$ cat src/rtl/ssi_tx_pkg.sv
package ssi_tx_pkg;
   typedef struct packed {
      logic rise;
      logic fall;
   } sclk_edge_t;
endpackage

$ cat src/rtl/ssi_tx_sync.sv
module ssi_tx_sync
   import ssi_tx_pkg::*;
#(
   parameter int SYNC_STAGES = 2
) (
   input  logic       clk,
   input  logic       rst_n,
   input  logic       sclk_async,
   output sclk_edge_t edge_o
);
   localparam int PW = SYNC_STAGES + 1;

   logic [PW-1:0] pipe;

   initial begin
      assert (SYNC_STAGES >= 2) else $error("SYNC_STAGES must be at least 2");
   end

   always_ff @(posedge clk) begin
      if (!rst_n) pipe <= '1;
      else        pipe <= {pipe[PW-2:0], sclk_async};
   end

   assign edge_o.rise = pipe[PW-2] & ~pipe[PW-1];
   assign edge_o.fall = ~pipe[PW-2] & pipe[PW-1];
endmodule

$ cat src/rtl/ssi_tx_monoflop.sv
module ssi_tx_monoflop #(
   parameter int MONO_CYC = 3000,
   parameter int HOLD_CYC = 100
) (
   input  logic clk,
   input  logic rst_n,
   input  logic retrig_i,
   output logic running_o,
   output logic hold_over_o
);
   localparam int CW = $clog2(MONO_CYC + 1);
   localparam logic [CW-1:0] RELOAD = CW'(MONO_CYC);
   localparam logic [CW-1:0] LIMIT  = CW'(MONO_CYC - HOLD_CYC);

   logic [CW-1:0] count;

   always_ff @(posedge clk) begin
      if (!rst_n)             count <= '0;
      else if (retrig_i)      count <= RELOAD;
      else if (count != '0)   count <= count - 1'b1;
   end

   assign running_o   = (count != '0);
   assign hold_over_o = (count < LIMIT);

   assert_count_max_R5: assert property (@(posedge clk) disable iff (!rst_n)
      count <= RELOAD);
   assert_expire_quiet_R5: assert property (@(posedge clk) disable iff (!rst_n)
      (!running_o && $past(running_o)) |-> !$past(retrig_i));
endmodule

$ cat src/rtl/ssi_tx_shifter.sv
module ssi_tx_shifter
   import ssi_tx_pkg::*;
#(
   parameter int POS_W  = 24,
   parameter int STAT_W = 2
) (
   input  logic              clk,
   input  logic              rst_n,
   input  sclk_edge_t        edge_i,
   input  logic              running_i,
   input  logic [POS_W-1:0]  pos_i,
   input  logic [STAT_W-1:0] stat_i,
   output logic              bit_o,
   output logic              started_o,
   output logic              done_o
);
   localparam int FW = POS_W + STAT_W;
   localparam int BW = $clog2(FW + 1);
   localparam logic [BW-1:0] LAST = BW'(FW);
   localparam logic [BW-1:0] ONE  = BW'(1);

   logic [FW-1:0]     frame;
   logic [FW-1:0]     shreg;
   logic [BW-1:0]     bitcnt;
   logic [STAT_W-1:0] stat_tail;

   genvar g;
   generate
      for (g = 0; g < STAT_W; g++) begin : g_stat_order
         assign stat_tail[STAT_W-1-g] = stat_i[g];
      end
   endgenerate

   assign frame = {pos_i, stat_tail};

   always_ff @(posedge clk) begin
      if (!rst_n) begin
         shreg  <= '0;
         bitcnt <= '0;
         bit_o  <= 1'b1;
      end else if (!running_i && edge_i.fall) begin
         shreg  <= frame;
         bitcnt <= '0;
      end else if (running_i && edge_i.rise) begin
         bit_o  <= shreg[FW-1];
         shreg  <= {shreg[FW-2:0], shreg[FW-1]};
         bitcnt <= (bitcnt == LAST) ? ONE : bitcnt + 1'b1;
      end
   end

   assign started_o = (bitcnt != '0);
   assign done_o    = (bitcnt == LAST);

   assert_bitcnt_range_R2: assert property (@(posedge clk) disable iff (!rst_n)
      bitcnt <= LAST);
   assert_ring_wrap_R6: assert property (@(posedge clk) disable iff (!rst_n)
      (edge_i.rise && running_i && done_o) |=> (bitcnt == ONE));
   assert_frozen_R3: assert property (@(posedge clk) disable iff (!rst_n)
      (!edge_i.rise && !edge_i.fall) |=> $stable(shreg));
   assert_no_recapture_R7: assert property (@(posedge clk) disable iff (!rst_n)
      (running_i && edge_i.fall) |=> $stable(shreg));
endmodule

$ cat src/rtl/ssi_enc_tx.sv
module ssi_enc_tx
   import ssi_tx_pkg::*;
#(
   parameter int POS_W       = 24,
   parameter int STAT_W      = 2,
   parameter int MONO_CYC    = 3000,
   parameter int HOLD_CYC    = 100,
   parameter int SYNC_STAGES = 2
) (
   input  logic              clk,
   input  logic              rst_n,
   input  logic              ssi_clk_i,
   input  logic [POS_W-1:0]  pos_i,
   input  logic [STAT_W-1:0] status_i,
   output logic              ssi_data_o
);
   sclk_edge_t sedge;
   logic       running, hold_over, cur_bit, started, done, retrig;

   initial begin
      assert (POS_W >= 1) else $error("POS_W must be at least 1");
      assert (STAT_W >= 1) else $error("STAT_W must be at least 1");
      assert (HOLD_CYC >= 1 && HOLD_CYC < MONO_CYC)
         else $error("HOLD_CYC must lie between 1 and MONO_CYC-1");
   end

   ssi_tx_sync #(.SYNC_STAGES(SYNC_STAGES)) sync_i (
      .clk(clk), .rst_n(rst_n), .sclk_async(ssi_clk_i), .edge_o(sedge));

   assign retrig = sedge.fall | (sedge.rise & running);

   ssi_tx_monoflop #(.MONO_CYC(MONO_CYC), .HOLD_CYC(HOLD_CYC)) mono_i (
      .clk(clk), .rst_n(rst_n), .retrig_i(retrig),
      .running_o(running), .hold_over_o(hold_over));

   ssi_tx_shifter #(.POS_W(POS_W), .STAT_W(STAT_W)) shift_i (
      .clk(clk), .rst_n(rst_n), .edge_i(sedge), .running_i(running),
      .pos_i(pos_i), .stat_i(status_i),
      .bit_o(cur_bit), .started_o(started), .done_o(done));

   always_comb begin
      if (!running || !started) ssi_data_o = 1'b1;
      else if (done && hold_over) ssi_data_o = 1'b0;
      else ssi_data_o = cur_bit;
   end

   assert_low_needs_timer_R4: assert property (@(posedge clk) disable iff (!rst_n)
      !ssi_data_o |-> running);
   assert_reset_idle_R1: assert property (@(posedge clk)
      !rst_n |=> ssi_data_o);
endmodule

$ cat config.mk
export PLATFORM = sky130hd
export DESIGN_NAME = ssi_enc_tx
export DESIGN_NICKNAME = d
export VERILOG_FILES = /design/src/rtl/ssi_tx_pkg.sv /design/src/rtl/ssi_tx_sync.sv /design/src/rtl/ssi_tx_monoflop.sv /design/src/rtl/ssi_tx_shifter.sv /design/src/rtl/ssi_enc_tx.sv
export SDC_FILE = /design/constraint.sdc
export NUM_CORES = 1
export LEC_CHECK = 0
export BUFFER_PORTS_ARGS = -buffer_cell sky130_fd_sc_hd__buf_2
export CAP_MARGIN = 5
export CORE_UTILIZATION = 40
export DETAILED_ROUTE_END_ITERATION = 12
export PLACE_DENSITY = 0.6
export REMOVE_ABC_BUFFERS = 1
export SLEW_MARGIN = 5
export SYNTH_ARGS = -nofsm -noshare
export SYNTH_HDL_FRONTEND = slang
export SYNTH_SLANG_ARGS = --single-unit
$ cat constraint.sdc
create_clock -name clk -period 1.7 [get_ports clk]
set_input_delay 0.085 -clock clk [delete_from_list [all_inputs] [get_ports clk]]
set_output_delay 0.085 -clock clk [all_outputs]
set_load 0.03 [all_outputs]
==> metrics.md <==
| Metric | Value |
|---|---|
| Synth top area share | `42.5%` |
| Initial antenna violation count | `0` |
| CTS tree | `built` |
| Site Rows | `26` |
| Sequential cell area | `945 um^2` |
| Mux contribution to synthesized area | `1.81%` |
| Synth top area cells | `dfxtp_1, a21oi_1, a22oi_1, nand3_1, ha_1` |
| Die X | `76.4 um` |
| Dpl cells | `379` |
| Post-DP HPWL | `3810 um` |
| Synthesis-stage register bit count | `47` |
| Antenna cells | `0` |
| Slew @ Worst Pin | `384 ps` |
| Yosys cell types | `38` |
| Non-filler cells, final | `399` |
| Worst-path clk slew | `80 ps` |
| Hold Vio Cnt, Final | `0` |
| Status | `complete, but fails checks` |
| Hold slack | `55.2 ps` |
| DR DRC count | `0` |
| Area occupied by multi-input gates | `1310 um^2` |
| Startpoint Class | `flip-flop` |
| Post-route cell area | `3080 um^2` |
| Post-synthesis xor/xnor area fraction | `0.791%` |
| Maximum vdd ir drop | `744 uV` |
| Largest net degree at the start of global routing | `31` |
| WL/cell | `15.0 um` |
| Synth top cells by count | `dfxtp_1, a21oi_1, nand3_1` |
| Clock Skew | `2.60 ps` |
| CORE AREA | `5200 um^2` |
| CTS H-Tree Depth | `2` |
| Final wirelength | `5970 um` |
| Grt total ovfl | `0` |
| Placed Area | `2690 um^2` |
| Synth Area in Adders | `2.82%` |
| Max-Slew Margin vs Limit | `74.0%` |
| First-pass GRT wire length | `9780 um` |
| Fin crit share | `103%` |
| Crit. End Element | `output port` |
| TNS Setup | `-215 ps` |
| Port-buffer cells | `29` |
| Main synth FF type | `dfxtp_1` |
| Initial cell density of the core | `42.6%` |
| Unrepaired setup endpoints after global routing | `true` |
| Most common cell in the synthesized netlist | `dfxtp_1` |
| Max cap viols | `0` |
| Post-route antenna net violation count | `0` |
| Crit Path Category | `reg -> out` |
| Worst EP arrival | `1670 ps` |
| Syn avg cell area | `8.56 um^2` |
| Post-synth ARST share | `0%` |
| GRT Util Overall | `20.7%` |
| Area growth from synthesis to layout | `38.8%` |
| TritonRoute pass-1 iters | `4` |
| Fmax | `571 MHz` |
| Pwr Total | `4500 uW` |
| Largest family of logic cells by synthesized area | `simple AND/OR/NAND/NOR gates` |
| Critical Path Fanout Max | `5` |
| Count of final setup violators | `10` |
| # IOs | `30` |
| PD cells | `1460 nW/um^2` |
| Cell area after synthesis | `2220 um^2` |
| Cell count after synthesis | `259` |
| Vias after detailed routing | `2214` |
| EDFF count, synth | `0` |
| Layout cells sized above 1 | `36.5%` |
| Worst endpoint required time | `1620 ps` |
| Placer congestion estimate | `0.816` |
| Seq/Total Area, Yosys | `42.5%` |
| Clock root buffer | `clkbuf_8` |
| P_leak | `0.00118 uW` |
| Nets | `363` |
| Sink Count | `47` |
| First DRT Iteration DRCs | `72` |
| Fill count | `481` |
| Die Area | `5840 um^2` |
| Slew Viols, Final | `0` |
| Failing checks | `negative setup slack` |
| Drt via density | `5.55` |
| Synth Area in Compound Gates | `23.4%` |
| Post-synthesis simple-gate area fraction | `24.3%` |
| Worst skew pair latency | `290 ps` |
| CTS Buf Count | `5` |
| Min cycle time layout | `1750 ps` |
| Top cell type by total area after synthesis | `dfxtp_1` |
| Synthesis Warnings | `0` |
| Die height | `76.4 um` |
| Vias in the first global route | `2094` |
| Setup ws final | `-50.5 ps` |
| Max clock buf depth | `2` |
| Hold Crit Class | `in -> reg` |
worst max-delay path, cell delays in order (launching register included):
cell	delay, ps
dfxtp_1	430
buf_4	150
o21ai_0	90
a21oi_1	240
nor3_2	60
o211ai_1	210
buf_4	200
state kept, by name, summed over array words and instances, names as in the netlist:
name            cells
mono_i.count       12
shift_i.bit_o       1
shift_i.bitcnt      5
shift_i.shreg      26
sync_i.pipe         3
cells in the final DEF (no fill, tap or decap), types with 3 or more instances in the layout:
| cell type | Yosys | routed |
|---|---|---|
| dfxtp_1 | 47 | 44 |
| buf_4 | 1 | 39 |
| a21oi_1 | 37 | 35 |
| buf_2 | 5 | 28 |
| nand3_1 | 26 | 22 |
| a22oi_1 | 21 | 21 |
| nor2_1 | 16 | 16 |
| nand2_1 | 10 | 10 |
| nor3_1 | 10 | 7 |
| clkbuf_8 | 0 | 6 |
| buf_6 | 0 | 6 |
| inv_1 | 7 | 5 |
| o21ai_0 | 10 | 5 |
| nor3_2 | 3 | 5 |
| nand4_1 | 5 | 5 |
| nand2b_1 | 6 | 5 |
| o21ai_1 | 0 | 4 |
| or3_4 | 1 | 4 |
| a31oi_1 | 4 | 4 |
| mux2i_1 | 4 | 4 |
| or3_1 | 7 | 4 |
| nand3_2 | 0 | 4 |
| ha_1 | 5 | 4 |
| o211ai_1 | 3 | 3 |
| dfxtp_2 | 0 | 3 |
| buf_12 | 0 | 3 |
through the flow:
stage | setup slack (ps) | util, %
global placement | -41.6 | 51.7
global route | -137 | 59.1
floorplan | -976 | -
finish | -50.5 | 59.1
detailed placement | -80.3 | 51.7
CTS | -35.2 | 55.6
layout make-up:
class,count,share of cell area [%]
repair buffers,79,20.2
well taps,70,2.85
clock buffers,6,2.69
inverters,7,0.854
flip-flops and latches,47,30.7
clock inverters,1,0.163
multi-input cells,189,42.6
per-layer routing:
metal | part of all wire [%] | vias to the layer above | track usage [%]
met4 | 0.97 | 0 | 6.15
met3 | 3.3 | 6 | 3.59
met5 | 0 | - | 0
li1 | - | 1102 | -
met1 | 46 | 1060 | 27.5
met2 | 49 | 46 | 34.1
power by group:
| group | internal [uW] | switching (uW) |
|---|---|---|
| Sequential | 1270 | 155 |
| Clock | 320 | 362 |
| Combinational | 1240 | 1150 |
| Total | 2830 | 1670 |
path summary, 6_finish.rpt:
kind | from | to | slack (ps) | cells past startpoint
min reg2reg | sync_i.pipe[0] | sync_i.pipe[1] | 410 | 1
max reg2reg | mono_i.count[10] | shift_i.bitcnt[3] | -40 | 5
max | mono_i.count[4] | ssi_data_o | -50 | 6
min | pos_i[16] | shift_i.shreg[18] | 60 | 3
what timing repair did:
action	4_1_cts	5_1_grt
endpoints found under the setup margin	36	39
gates cloned	0	2
hold buffers	1	0
hold endpoints to repair	1	0
gates resized for setup	16	30
setup buffers	6	4
pin swaps	11	11
logic make-up (layout without fill, tap and decap cells):
| logic type | count (synthesis) | in the layout |
|---|---|---|
| AO/OA/AOI/OAI | 82 | 82 |
| XOR/XNOR | 2 | 2 |
| adder cells (fa/ha/maj) | 5 | 5 |
| buffers and inverters | 23 | 93 |
| flip-flops | 47 | 47 |
| multiplexers | 4 | 4 |
| AND/OR/NAND/NOR | 96 | 96 |
(Power assumes the default switching activity.)
